[src/rtl/fcs_pkg.sv]
package fcs_pkg;

    typedef enum logic [3:0] {
        ST_IDLE,
        ST_FREEZE,
        ST_WAIT_ACK,
        ST_ASSERT_DELAY,
        ST_CHANGE,
        ST_BYPASS,
        ST_DEASSERT,
        ST_SETTLE,
        ST_DONE
    } fcs_state_e;

    localparam logic [7:0] CODE_FULL_SPEED = 8'h01;
    localparam logic [7:0] CODE_HALF_SPEED = 8'h02;
    localparam logic [7:0] CODE_SLOW_SPEED = 8'h20;

endpackage

[src/rtl/fcs_trigger.sv]
// Control register and start detector: a start needs a write that is one-hot,
// uses only legal code bits, and raises a bit that was clear before.
module fcs_trigger #(
    parameter int                 CTRL_W     = 8,
    parameter logic [CTRL_W-1:0]  VALID_MASK = 8'h23
) (
    input  logic              clk,
    input  logic              rst_n,
    input  logic              wr_en,
    input  logic [CTRL_W-1:0] wr_data,
    input  logic              allow,
    output logic              start
);

    logic [CTRL_W-1:0] ctrl_q;
    logic [CTRL_W-1:0] rising_bits;
    logic              only_legal;
    logic              single_bit;

    always_ff @(posedge clk or negedge rst_n) begin
        if (!rst_n) begin
            ctrl_q <= '0;
        end else if (wr_en) begin
            ctrl_q <= wr_data;
        end
    end

    always_comb begin
        rising_bits = wr_data & ~ctrl_q;
        only_legal  = ((wr_data & ~VALID_MASK) == '0);
        single_bit  = $onehot(wr_data);
        start       = wr_en && allow && only_legal && single_bit && (rising_bits != '0);
    end

endmodule

[src/rtl/fcs_delay.sv]
// Shared phase counter: loaded on entry to a timed state, counts down to zero.
module fcs_delay #(
    parameter int CNT_W = 32
) (
    input  logic             clk,
    input  logic             rst_n,
    input  logic             load,
    input  logic [CNT_W-1:0] load_val,
    output logic             expired
);

    logic [CNT_W-1:0] cnt_q;

    always_ff @(posedge clk or negedge rst_n) begin
        if (!rst_n) begin
            cnt_q <= '0;
        end else if (load) begin
            cnt_q <= load_val;
        end else if (cnt_q != '0) begin
            cnt_q <= cnt_q - CNT_W'(1);
        end
    end

    assign expired = (cnt_q == '0);

endmodule

[src/rtl/freq_change_seq.sv]
module freq_change_seq
    import fcs_pkg::*;
#(
    parameter int CTRL_W    = 8,
    parameter int CHG_LINES = 3,
    parameter int ACT_W     = 8,
    parameter int ABT_W     = 16,
    parameter int DABT_W    = 8,
    parameter int DACT_W    = 8,
    parameter int PST_W     = 32
) (
    input  logic                 clk,
    input  logic                 rst_n,
    input  logic                 ctrl_wr_en,
    input  logic [CTRL_W-1:0]    ctrl_wr_data,
    input  logic [ACT_W-1:0]     dly_ack_to_chg,
    input  logic [ABT_W-1:0]     dly_chg_to_byp,
    input  logic [DABT_W-1:0]    dly_byp_hold,
    input  logic [DACT_W-1:0]    dly_chg_hold,
    input  logic [PST_W-1:0]     dly_settle,
    input  logic                 freeze_ack,
    output logic                 freeze_n,
    output logic [CHG_LINES-1:0] chg_n,
    output logic                 pll_bypass,
    output logic [CTRL_W-1:0]    freq_code,
    output logic                 busy,
    output logic                 done
);

    localparam int W_A   = (ACT_W > ABT_W) ? ACT_W : ABT_W;
    localparam int W_B   = (DABT_W > DACT_W) ? DABT_W : DACT_W;
    localparam int W_AB  = (W_A > W_B) ? W_A : W_B;
    localparam int CNT_W = (W_AB > PST_W) ? W_AB : PST_W;

    localparam logic [CTRL_W-1:0] VALID_MASK =
        CTRL_W'(CODE_FULL_SPEED) | CTRL_W'(CODE_HALF_SPEED) | CTRL_W'(CODE_SLOW_SPEED);

    fcs_state_e        state_q, state_d;
    logic              start;
    logic              expired;
    logic              cnt_load;
    logic [CNT_W-1:0]  cnt_load_val;
    logic [CTRL_W-1:0] code_q;

    fcs_trigger #(
        .CTRL_W     (CTRL_W),
        .VALID_MASK (VALID_MASK)
    ) u_trigger (
        .clk     (clk),
        .rst_n   (rst_n),
        .wr_en   (ctrl_wr_en),
        .wr_data (ctrl_wr_data),
        .allow   (state_q == ST_IDLE),
        .start   (start)
    );

    fcs_delay #(
        .CNT_W (CNT_W)
    ) u_delay (
        .clk      (clk),
        .rst_n    (rst_n),
        .load     (cnt_load),
        .load_val (cnt_load_val),
        .expired  (expired)
    );

    // State register
    always_ff @(posedge clk or negedge rst_n) begin
        if (!rst_n) begin
            state_q <= ST_IDLE;
        end else begin
            state_q <= state_d;
        end
    end

    // Latched frequency code
    always_ff @(posedge clk or negedge rst_n) begin
        if (!rst_n) begin
            code_q <= '0;
        end else if (start) begin
            code_q <= ctrl_wr_data;
        end
    end

    // Next-state logic
    always_comb begin
        state_d = state_q;
        unique case (state_q)
            ST_IDLE:         if (start)      state_d = ST_FREEZE;
            ST_FREEZE:                       state_d = ST_WAIT_ACK;
            ST_WAIT_ACK:     if (freeze_ack) state_d = ST_ASSERT_DELAY;
            ST_ASSERT_DELAY: if (expired)    state_d = ST_CHANGE;
            ST_CHANGE:       if (expired)    state_d = ST_BYPASS;
            ST_BYPASS:       if (expired)    state_d = ST_DEASSERT;
            ST_DEASSERT:     if (expired)    state_d = ST_SETTLE;
            ST_SETTLE:       if (expired)    state_d = ST_DONE;
            ST_DONE:                         state_d = ST_IDLE;
            default:                         state_d = ST_IDLE;
        endcase
    end

    // Phase counter load: each timed state gets its delay on entry
    always_comb begin
        cnt_load     = (state_d != state_q);
        cnt_load_val = '0;
        unique case (state_d)
            ST_ASSERT_DELAY: cnt_load_val = CNT_W'(dly_ack_to_chg);
            ST_CHANGE:       cnt_load_val = CNT_W'(dly_chg_to_byp);
            ST_BYPASS:       cnt_load_val = CNT_W'(dly_byp_hold);
            ST_DEASSERT:     cnt_load_val = CNT_W'(dly_chg_hold);
            ST_SETTLE:       cnt_load_val = CNT_W'(dly_settle);
            default:         cnt_load_val = '0;
        endcase
    end

    // Outputs decoded from state
    always_comb begin
        freeze_n   = 1'b1;
        chg_n      = '1;
        pll_bypass = 1'b0;
        done       = 1'b0;
        busy       = 1'b1;
        unique case (state_q)
            ST_IDLE:         busy = 1'b0;
            ST_FREEZE:       freeze_n = 1'b0;
            ST_WAIT_ACK:     freeze_n = 1'b0;
            ST_ASSERT_DELAY: freeze_n = 1'b0;
            ST_CHANGE: begin
                freeze_n = 1'b0;
                chg_n    = '0;
            end
            ST_BYPASS: begin
                freeze_n   = 1'b0;
                chg_n      = '0;
                pll_bypass = 1'b1;
            end
            ST_DEASSERT: begin
                freeze_n = 1'b0;
                chg_n    = '0;
            end
            ST_SETTLE:       freeze_n = 1'b0;
            ST_DONE:         done = 1'b1;
            default:         busy = 1'b0;
        endcase
    end

    assign freq_code = code_q;

endmodule

[config.mk]
export PLATFORM = sky130hd
export DESIGN_NAME = freq_change_seq
export DESIGN_NICKNAME = d
export VERILOG_FILES = /design/src/rtl/fcs_pkg.sv /design/src/rtl/fcs_trigger.sv /design/src/rtl/fcs_delay.sv /design/src/rtl/freq_change_seq.sv
export SDC_FILE = /design/constraint.sdc
export NUM_CORES = 1
export LEC_CHECK = 0
export BUFFER_PORTS_ARGS = -buffer_cell sky130_fd_sc_hd__clkbuf_2
export CORE_ASPECT_RATIO = 2
export CORE_MARGIN = 1.5
export CORE_UTILIZATION = 55
export CTS_BUF_LIST = sky130_fd_sc_hd__clkbuf_4 sky130_fd_sc_hd__clkbuf_8
export DETAILED_ROUTE_END_ITERATION = 6
export PLACE_DENSITY_LB_ADDON = 0.1
export SYNTH_ARGS = -nofsm -noshare
export SYNTH_HDL_FRONTEND = slang
export SYNTH_HIERARCHICAL = 1
export SYNTH_SLANG_ARGS = --single-unit
[constraint.sdc]
create_clock -name clk -period 4.05 [get_ports clk]
set_clock_uncertainty 0.2 [all_clocks]
set_input_delay 0.6075 -clock clk [delete_from_list [all_inputs] [get_ports clk]]
set_output_delay 0.6075 -clock clk [all_outputs]
set_load 0.01 [all_outputs]
==> After elaboration in Yosys (flattened, before gate mapping) <==
Cells that the tools add are included.
{ "op_classes": {"n_reduce_logical": 13, "muxes": 16, "n_eq_ne": 15, "bitwise": 2, "n_addsub": 8} }
{ "ops": {"columns": ["op", "count"], "rows": [
  ["32-bit one-hot mux with 5 select lines", 1],
  ["32-bit two-way mux", 2],
  ["4-bit by 3-bit == test with 1-bit output (second input constant)", 8],
  ["32-bit logical NOT", 1],
  ["4-bit one-hot mux with 8 select lines", 1],
  ["32-bit nonzero test", 1],
  ["32-bit by 1-bit subtractor with 32-bit output (second input constant)", 1],
  ["4-bit two-way mux", 7],
  ["4-bit adder", 3],
  ["4-bit by 2-bit == test with 1-bit output (second input constant)", 3],
  ["1-bit by 1-bit adder with 2-bit output", 4],
  ["8-bit bitwise AND", 1],
  ["4-bit by 1-bit == test with 1-bit output (second input constant)", 2],
  ["8-bit logical NOT", 1],
  ["8-bit NOT", 1],
  ["8-bit nonzero test", 1],
  ["8-bit OR reduction", 1],
  ["7-bit OR reduction", 1],
  ["4-bit == test (second input constant)", 1],
  ["1-bit logical AND", 4],
  ["4-bit logical NOT", 1],
  ["1-bit two-way mux", 4],
  ["4-bit inequality test", 1],
  ["3-bit two-way mux", 1],
  ["2 further kinds", 2]
]} }
{ "word_totals": {"register_bits": 52, "output_inout_bits": 15, "in_bits": 84, "elab_cells": 58} }

==> Depth between registers and ports, before layout <==
Gate-level depths: netlist of run 1.
{ "depth": {"depth_word": 11, "mapped_depth": 19, "depth_no_buf": 17} }

==> Cells and area by module <==
Netlist of run 1, hierarchy kept.
{ "modules_own_cells": {"columns": ["mod", "cells_per_inst", "area_each_um2", "instances", "seq_area_each_um2"], "rows": [
  ["fcs_delay", 209, 1893.1, 1, 800.8],
  ["freq_change_seq", 116, 1183.6, 1, 300.3],
  ["fcs_trigger", 57, 565.5, 1, 200.2]
]} }

==> Worst setup path after synthesis of run 1 <==
OpenSTA, ideal clock, no wires.
{ "synth_timing": {"path_type": "input -> register", "from": "input ctrl_wr_data[0]", "to": "register u_delay.cnt_q[9]", "path_slack_ns": -0.948, "arrival_ns": 4.688, "n_path_buf": 3, "path_stages": 19, "required_ns": 3.740, "setup_ns": 0.110, "path_cell_list": "inv_1 > fa_1 > fa_1 > fa_1 > inv_1 > ha_1 > inv_1 > fa_1 > and4bb_1 > nand4_1 > a311oi_1 > clkbuf_1 > a221o_1 > o22ai_1 > nand2b_1 > clkbuf_1 > clkbuf_1 > a21oi_1 > o41ai_1"} }
{ "synth_via": {"elab_cells_between_ends": 19, "cone_classes": "add/sub (3); eq/ne (7); mux (4); bitwise (1); reduce/logical (4)"} }
{ "synth_rtl": {"columns": ["item", "line_no", "source"], "rows": [
  ["start, declared", "freq_change_seq.sv:15", "input logic [CTRL_W-1:0] ctrl_wr_data,"],
  ["1-bit by 1-bit adder with 2-bit output (not written as such)", "fcs_trigger.sv:31", "single_bit = $onehot(wr_data);"],
  ["4-bit adder (not written as such) (2 in a row)", "fcs_trigger.sv:31", null],
  ["4-bit by 1-bit == test with 1-bit output", "fcs_trigger.sv:31", null],
  ["1-bit logical AND", "fcs_trigger.sv:32", "start = wr_en && allow && only_legal && single_bit && (rising_bits != '0);"],
  ["1-bit logical AND *", "fcs_trigger.sv:32", null],
  ["net start", "freq_change_seq.sv:39", "logic start;"],
  ["4-bit two-way mux *", "freq_change_seq.sv:89", "ST_IDLE: if (start) state_d = ST_FREEZE;"],
  ["4-bit one-hot mux with 8 select lines *", "freq_change_seq.sv:88", "unique case (state_q)"],
  ["4-bit inequality test *", "freq_change_seq.sv:104", "cnt_load = (state_d != state_q);"],
  ["net cnt_load", "freq_change_seq.sv:41", "logic cnt_load;"],
  ["32-bit two-way mux or 2-bit nonzero test (tied branches)", null, null],
  ["end signal, assigned", "fcs_delay.sv:18", "cnt_q <= load_val;"],
  ["end signal, assigned", "fcs_delay.sv:20", "cnt_q <= cnt_q - CNT_W'(1);"],
  ["end, declared", "fcs_delay.sv:12", "logic [CNT_W-1:0] cnt_q;"]
]} }
Mark *: on every way through the listed nets, which the timed path passes. The rest lies on a longest branch.
A chain may end at the register's enable or synchronous reset.

==> Final worst setup path of run 1 <==
Same ends and word-level chain as after synthesis.

==> results of run 1 <==
-- cell type report --
cell class | instances | share of cell area, %
Sequential cell | 52 | 26.6
Clock buffer | 5 | 1.41
Timing Repair Buffer | 127 | 17.3
Inverter | 22 | 1.84
Multi-Input combinational cell | 288 | 50.1
Clock inverter | 3 | 0.563
Tap cell | 86 | 2.20
-- critical path, cell delays in order --
cell and delay [ns]:
clkbuf_16 0.11, inv_8 0.02, fa_1 0.54, fa_1 0.44
fa_1 0.44, inv_1 0.07, ha_2 0.18, inv_2 0.04
fa_1 0.39, a211oi_1 0.27, mux2i_1 0.14, a311oi_2 0.33
a221o_1 0.24, o22ai_2 0.09, nand2b_4 0.17, buf_4 0.13
and3b_1 0.16, a21oi_1 0.11, o41ai_1 0.09
-- cell usage in the layout, fill, tap and decap left out, types with 11 or more instances in the layout --
| cell type | synthesis | layout |
|---|---|---|
| inv_1 | 22 | 19 |
| nand2_2 | 1 | 13 |
| and2_1 | 17 | 17 |
| dfrtp_1 | 52 | 52 |
| nor3_1 | 20 | 20 |
| nand2_4 | 0 | 11 |
| nor2_1 | 19 | 19 |
| nand2_1 | 36 | 13 |
| xnor2_1 | 21 | 21 |
| buf_4 | 4 | 17 |
| mux2i_1 | 11 | 11 |
| clkbuf_2 | 0 | 97 |
-- registers in the layout, indices dropped and copies added (netlist names) --
name	flops
u_trigger/ctrl_q	8
freq_code	8
u_delay/cnt_q	32
state_q	4
-- cells by family after synthesis --
family | after synthesis
AND/OR/NAND/NOR | 149
AO/OA/AOI/OAI | 79
flip-flops | 52
buffers and inverters | 42
XOR/XNOR | 26
multiplexers | 26
adder cells (fa/ha/maj) | 8
-- cell usage after synthesis, drive strengths merged (3+ instances only) --
library cell  instances  area (µm²)
o2bb2ai               8        70.1
o21ai                15        75.1
nor3                 21         116
mux2                 15         169
a21oi                 6        33.8
or3                   4        25.0
ha                    4        50.1
and2                 17         106
xnor2                21         184
buf                  12        88.8
nand3                 6        40.0
xor2                  5        43.8
inv                  22        82.6
nor2b                 3        18.8
nor2                 22         100
fa                    4        80.1
nand4                 6        43.8
mux2i                11         110
nand2                37         141
nor4                  9        71.3
or2                   4        25.0
a22o                  8        70.1
o31ai                15         113
or4                   3        22.5
clkbuf                8        40.0
a221o                10         103
nand2b                9        71.3
dfrtp                52        1300
-- layer usage --
metal	up-vias	GRT usage [%]	share of wire (%)	wire (µm)
li1	1601	-	-	-
met4	0	10.6	2.7	278
met1	1672	30.6	35	3620
met3	24	3.63	3.6	369
met5	-	0	0	0
met2	112	53.6	59	6090
-- timing repair --
item                                    CTS  global route
buffers inserted                          6             3
endpoints found under the setup margin   40            41
pin swaps                                 2             3
gates cloned                              1             2
resized for setup                        34            71
-- final timing paths --
path | slack (ns) | to
min in group clk | 0.32 | u_trigger/ctrl_q[2]$_DFFE_PN0P_
setup reg to reg | 0.72 | u_delay/cnt_q[10]$_DFFE_PN0P_
max in group asynchronous | 2.76 | u_delay/cnt_q[28]$_DFFE_PN0P_
setup / recovery | -0.52 | u_delay/cnt_q[9]$_DFFE_PN0P_
hold / removal | 0.07 | u_delay/cnt_q[15]$_DFFE_PN0P_
hold reg to reg | 0.32 | u_trigger/ctrl_q[2]$_DFFE_PN0P_
-- report_power, final --
part	internal, mW	leakage, nW	switching [mW]
clock network	0.127	0.0463	0.195
logic	0.796	1.68	0.882
registers	0.661	0.677	0.208
-- metrics by stage --
stage / power [mW] / hold slack (ns) / std cells
after floorplan: 1.81 / 0.112 / 382
after global placement: 2.06 / 0.285 / 565
after detailed placement: 2.09 / 0.292 / 565
after CTS: 2.61 / 0.0688 / 580
after global routing: 3.06 / 0.106 / 583
final: 2.87 / 0.0658 / 583
==> flow_summary.yaml, run 1 <==
logic_synthesis:
  syn_nets: 474
  synth-main-ff-cell: "dfrtp_1"
  syn_area_um2: 3640
  syn_area_per_cell_um2: 9.53
  yosys_warnings: 6
  synth_top_family_by_area: "simple AND/OR/NAND/NOR gates"
  yosys.area_share.simple_pct: 23.4
  synth_compound_area_share_pct: 17.6
  synthAdderAreaFrac_pct: 3.57
  synth.mux.area_fraction_pct: 7.66
  synth_seq_cells: 52
  syn_inst: 382
  synth_cell_types: 61
  synthArstFlopShare_pct: 100
  ys_seq_area_share_pct: 35.7
  synth_xor_area_share_pct: 6.25
  synth_edf_count: 0
sta:
  fin_setup_tns_ns: -13.93
  hold_violations: 0
  fin_crit_ns: 4.57
  fin_ws_ns: -0.518
  setup_violations: 40
  tightest_slew_ns: 0.684
  fmax_ghz: 0.219
  rsz0062_at_grt: "true"
  slew-limit-headroom_pct: 54.4
  slew_violations: 0
  timing.final.crit_share_pct: 113
run_status:
  violations: "negative setup slack"
  outcome: "complete, but fails checks"
cts:
  cts_hold_buf: 0
  clockBufferDepth: 2
  path_clk_slew_ns: 0.10
  cts_root_buffer: "clkbuf_8"
  tritoncts: "yes"
  insertion_delay_ns: 0.33
  cts_sinks: 52
  htree_levels: 2
  numCtsBuffers: 5
run:
  max-cap-violations: 0
global_route:
  grt_overflow: 0
  grt_max_degree: 31
  antenna_found_initial: 0
  grt_pass1_wl_um: 15600
  grt.total_usage_pct: 28.7
  grt_pass1_vias: 3461
power_and_ir_drop:
  p_leak_nw: 2.40
  vdd.ir_drop.worst_uv: 291
  power_density_nw_per_um2: 586
floorplan:
  die_area_um2: 7150
  io-pin-count: 99
  die_w_um: 60.5
  core_um2: 6360
  die_h_um: 118
  fp-row-count: 41
  start_util_pct: 57.3
placed_design:
  placedInstanceArea_um2: 4270
  gp_congestion: 0.938
  io_buffers: 98
  place_ws_ns: -0.889
  hpwlAfterDp_um: 7190
drt:
  drt_iter0_drc: 133
  wl_per_cell_um: 17.8
  vias: 3409
  drc: 0
  first_pass_iters: 6
  detail-route-antenna-nets: 0
  via_per_inst: 5.85
  drt_wl_total_um: 10400
worst_setup_path:
  worstPathRequired_ns: 4.06
  crit_type: "in -> reg"
  reg2reg_depth: 10
  critPathCaptureType: "flip-flop"
  crit_start: "ctrl_wr_data[0]"
  reg2reg_from: "u_delay/cnt_q[10]$_DFFE_PN0P_"
  path_max_fanout: 5
  crit_arrival_ns: 4.58
  start_kind: "primary input"
layout:
  fin_util_pct: 76.9
  seq_area_um2: 1300
  fillCellCount: 465
  final_area_um2: 4890
  syn_to_final_growth_pct: 34.4
  drive_gt1_share_pct: 45.3
  multiInputGateArea_um2: 2450
  antenna_cells: 0
  final_nets: 588
hold_path:
  min-delay-path-class: "in -> async"
No activity file was read; power rests on OpenSTA's default activity.
==> run 2: changes to the inputs <==
CORE_UTILIZATION = 59   (was 55)
clock period = 5.6 ns   (was 4.05 ns; I/O delays follow)
==> run 2 against run 1 <==
Against the previous run:
- sequential power shrank 29%
- largest power group unchanged
- the run now ends clean
- global-route usage shrank 1.2 points
- clock-buffer cell count is the same
==> flow_summary.yaml, run 2 (synthesis results as in run 1) <==
power_and_ir_drop:
  vdd.ir_drop.worst_uv: 212
  power_density_nw_per_um2: 407
  total_power_mw: 1.72
  p_leak_nw: 2.03
floorplan:
  die_h_um: 114
  io-pin-count: 99
  die_w_um: 58.6
  core_um2: 6010
  fp-row-count: 40
  die_area_um2: 6680
  start_util_pct: 60.6
layout:
  drive_gt1_share_pct: 31.9
  final_common_cell: "clkbuf_2"
  syn_to_final_growth_pct: 16.0
  largest_reg_flops: 32
  antenna_cells: 0
  largest-register: "u_delay/cnt_q"
  most-common-layout-cells: "98 x clkbuf_2, 52 x dfrtp_1, 36 x nand2_1"
  final_nets: 565
drt:
  vias: 3179
  wl_per_cell_um: 16.5
  drt_iter0_drc: 148
  detail-route-antenna-nets: 0
  drt_wl_total_um: 8870
  drc: 0
  first_pass_iters: 4
  via_per_inst: 5.92
worst_setup_path:
  critPathCaptureType: "flip-flop"
  reg2reg_depth: 10
  crit_arrival_ns: 5.01
  worstPathRequired_ns: 5.61
  endpoint: "u_delay/cnt_q[6]$_DFFE_PN0P_"
  reg2reg_from: "u_delay/cnt_q[16]$_DFFE_PN0P_"
  cp_common_cell: "fa_1"
  slowest_stage: "fa_1"
  path_max_fanout: 23
  crit_family: "adder cells"
  crit_start: "ctrl_wr_data[0]"
  path_buf_inv: 5
  r2r_end: "u_delay/cnt_q[9]$_DFFE_PN0P_"
  start_kind: "primary input"
  worstPathCellList: "clkbuf_2 -> inv_1 -> fa_1 -> fa_1 -> fa_1 -> inv_1 -> ha_1 -> inv_1 -> fa_1 -> and4bb_1 -> nand4_1 -> a311oi_1 -> a221o_1 -> o22ai_1 -> nand2b_2 -> buf_4 -> nand2_1 -> o31ai_1"
  worstSetupPathDepth: 18
  crit_type: "in -> reg"
  reg2reg_setup_slack_ns: 2.20
  max_stage_delay_ns: 0.55
cts:
  htree_levels: 2
  tritoncts: "yes"
  numCtsBuffers: 5
  cts_hold_buf: 0
  cts_resized: 0
  insertion_delay_ns: 0.31
  path_clk_slew_ns: 0.10
  cts_root_buffer: "clkbuf_8"
  cts_setup_buffers: 0
  cts_sinks: 52
  clockBufferDepth: 2
sta:
  slew_violations: 0
  hold_violations: 0
  setup_violations: 0
  fin_ws_ns: 0.610
  slew-limit-headroom_pct: 51.9
  fin_crit_ns: 4.99
  tightest_slew_ns: 0.721
  fin_setup_tns_ns: 0
  fmax_ghz: 0.200
  rsz0062_at_grt: "false"
  hold_ws_ns: 0.318
  timing.final.crit_share_pct: 89.1
run:
  max-cap-violations: 0
global_route:
  grt_pass1_wl_um: 14200
  grt_overflow: 0
  antenna_found_initial: 0
  grt_max_degree: 53
  grt.total_usage_pct: 27.5
  grt_pass1_vias: 3263
placed_design:
  place_ws_ns: 0.301
  hpwlAfterDp_um: 6720
  gp_congestion: 0.886
  io_buffers: 98
run_status:
  outcome: "complete, no violations"
hold_path:
  min-delay-path-class: "reg -> reg"
[run 2: cell count changes in the layout (fill, tap and decap cells not counted), moves of 9 or more]
cell	previous run	this run
buf_4	17	6
mux2_2	5	15
mux2_4	10	0
nand2_1	13	36
nand2_2	13	1
nand2_4	11	0
o21ai_0	4	14
o31ai_1	1	15
o31ai_2	9	0
[run 2: power by group]
group / leakage, nW / switching, mW / internal [mW]
clock network: 0.0452 / 0.137 / 0.0914
logic: 1.31 / 0.495 / 0.379
registers: 0.677 / 0.141 / 0.478
[run 2: per-layer routing]
layer / global-route usage [%] / wire length, µm / part of all wire (%)
met1: 28.8 / 3210 / 36
met2: 52.4 / 5070 / 57
met3: 3.05 / 329 / 3.7
met4: 11.8 / 258 / 2.9
met5: 0 / 0 / 0
[run 2: cell type report]
class | instances | area [µm²]
multi-input cells | 288 | 2130
fillers | 501 | 1780
flip-flops and latches | 52 | 1300
repair buffers | 104 | 536
inverters | 22 | 82.6
well taps | 63 | 78.8
clock buffers | 5 | 68.8
clock inverters | 3 | 25.0
[run 2: worst min path at each step]
stage | from | to | slack, ns | cells past startpoint
floorplan | u_trigger/ctrl_q[2]$_DFFE_PN0P_ | u_trigger/ctrl_q[2]$_DFFE_PN0P_ | 0.27 | 1
global placement | u_trigger/ctrl_q[2]$_DFFE_PN0P_ | u_trigger/ctrl_q[2]$_DFFE_PN0P_ | 0.28 | 1
detailed placement | freq_code[4]$_DFFE_PN0P_ | freq_code[4]$_DFFE_PN0P_ | 0.30 | 1
CTS | freq_code[4]$_DFFE_PN0P_ | freq_code[4]$_DFFE_PN0P_ | 0.32 | 1
global route | u_trigger/ctrl_q[0]$_DFFE_PN0P_ | u_trigger/ctrl_q[0]$_DFFE_PN0P_ | 0.34 | 1
finish | u_trigger/ctrl_q[0]$_DFFE_PN0P_ | u_trigger/ctrl_q[0]$_DFFE_PN0P_ | 0.32 | 1
[run 2: stage by stage]
step	std cells	utilization (%)	cell area, µm²
detailed placement	529	68.8	4130
floorplan	382	-	3640
global placement	529	68.8	4130
finish	537	70.3	4220
CTS	537	70.3	4220
global route	537	70.3	4220
==> run 3: changes to the inputs <==
PLACE_DENSITY = 0.88   (was default)
PLACE_DENSITY_LB_ADDON = default   (was 0.1)
==> run 3 against run 2 <==
Against the previous run:
- critical path type unchanged
- clock power increased by 20%
- die area is the same
- hold slack got worse by 0.0017 ns
- combinational power hardly changed
- non-clock buffer count decreased by 2
==> flow_summary.yaml, run 3 (synthesis results as in run 1) <==
run_status:
  outcome: "complete, no violations"
sta:
  hold_violations: 0
  hold_ws_ns: 0.316
  slew-limit-headroom_pct: 48.6
  fin_crit_ns: 4.97
  timing.final.crit_share_pct: 88.8
  tightest_slew_ns: 0.770
  setup_violations: 0
  fmax_ghz: 0.201
  fin_ws_ns: 0.630
  rsz0062_at_grt: "false"
  fin_setup_tns_ns: 0
  slew_violations: 0
placed_design:
  hpwlAfterDp_um: 7190
  dp_cells: 527
  gp_congestion: 0.884
  io_buffers: 98
  placedInstanceArea_um2: 4130
  place_ws_ns: 0.313
worst_setup_path:
  crit_type: "in -> reg"
  crit_arrival_ns: 4.98
  worstPathRequired_ns: 5.61
  critPathCaptureType: "flip-flop"
  slowest_stage: "fa_1"
  path_max_fanout: 58
  path_buf_inv: 5
  start_kind: "primary input"
  worstPathCellList: "clkbuf_2 -> inv_1 -> fa_1 -> fa_1 -> fa_1 -> inv_1 -> ha_1 -> inv_1 -> fa_1 -> a211oi_1 -> mux2i_1 -> a311oi_1 -> a221o_1 -> o22ai_1 -> nand2b_2 -> buf_12 -> nor2b_1 -> a221o_1"
  crit_family: "adder cells"
  cp_common_cell: "fa_1"
  max_stage_delay_ns: 0.51
cts:
  insertion_delay_ns: 0.33
  path_clk_slew_ns: 0.10
  cts_sinks: 52
  cts_setup_buffers: 0
  htree_levels: 2
  cts_hold_buf: 0
  tritoncts: "yes"
  cts_resized: 0
  cts_root_buffer: "clkbuf_8"
  numCtsBuffers: 5
  clockBufferDepth: 2
drt:
  via_per_inst: 6.13
  first_pass_iters: 4
  vias: 3278
  detail-route-antenna-nets: 0
  wl_per_cell_um: 17.7
  drt_iter0_drc: 141
  drt_wl_total_um: 9480
  drc: 0
layout:
  largest-register: "u_delay/cnt_q"
  final_area_um2: 4240
  fin_util_pct: 70.6
  syn_to_final_growth_pct: 16.5
  largest_reg_flops: 32
  final_nets: 563
  drive_gt1_share_pct: 31.6
  final_common_cell: "clkbuf_2"
  most-common-layout-cells: "98 x clkbuf_2, 52 x dfrtp_1, 36 x nand2_1"
  final_cells: 535
  antenna_cells: 0
  fillCellCount: 481
hold_path:
  min-delay-path-class: "reg -> reg"
floorplan:
  io-pin-count: 99
  fp-row-count: 40
  die_h_um: 114
  die_area_um2: 6680
  core_um2: 6010
  die_w_um: 58.6
  start_util_pct: 60.6
power_and_ir_drop:
  total_power_mw: 1.77
  power_density_nw_per_um2: 417
  vdd.ir_drop.worst_uv: 230
  p_leak_nw: 2.03
global_route:
  grt_pass1_vias: 3406
  grt.total_usage_pct: 30.0
  antenna_found_initial: 0
  grt_overflow: 0
  grt_pass1_wl_um: 15100
  grt_max_degree: 59
run:
  max-cap-violations: 0
-- run 3: cell count changes in the layout (fill, tap and decap cells not counted) --
| cell | change |
|---|---|
| buf_4 | -3 |
| buf_12 | +1 |
| bufinv_16 | +1 |
| inv_6 | -1 |
-- run 3: path summary, 6_finish.rpt --
path,start,to,slack [ns],cells after the start
hold reg to reg,u_trigger/ctrl_q[6]$_DFFE_PN0P_,u_trigger/ctrl_q[6]$_DFFE_PN0P_,0.32,1
max in group asynchronous,rst_n,u_delay/cnt_q[28]$_DFFE_PN0P_,4.33,2
min in group asynchronous,rst_n,u_delay/cnt_q[15]$_DFFE_PN0P_,0.42,2
setup / recovery,ctrl_wr_data[1],u_delay/cnt_q[31]$_DFFE_PN0P_,0.63,18
setup reg to reg,u_delay/cnt_q[0]$_DFFE_PN0P_,u_delay/cnt_q[9]$_DFFE_PN0P_,2.24,12
hold / removal,u_trigger/ctrl_q[6]$_DFFE_PN0P_,u_trigger/ctrl_q[6]$_DFFE_PN0P_,0.32,1
-- run 3: cell type report --
type                            instances  area, µm²  share of cell area, %
Clock buffer                            5       68.8                   1.62
Clock inverter                          3       46.3                   1.09
Inverter                               22       82.6                   1.95
Multi-Input combinational cell        288       2130                   50.3
Sequential cell                        52       1300                   30.7
Tap cell                               63       78.8                   1.86
Timing Repair Buffer                  102        533                   12.6
-- run 3: power breakdown --
group	switching (mW)	total, mW	internal [mW]
Sequential	0.143	0.622	0.478
Clock	0.139	0.274	0.135
Combinational	0.495	0.874	0.379
-- run 3: per-layer routing --
layer | track usage (%) | part of all wire (%) | wire (µm) | vias to the layer above
li1 | - | - | - | 1558
met1 | 28.4 | 34 | 3250 | 1553
met2 | 54.9 | 56 | 5300 | 122
met3 | 5.20 | 3.9 | 369 | 45
met4 | 21.2 | 5.9 | 559 | 0
met5 | 0 | 0 | 0 | -
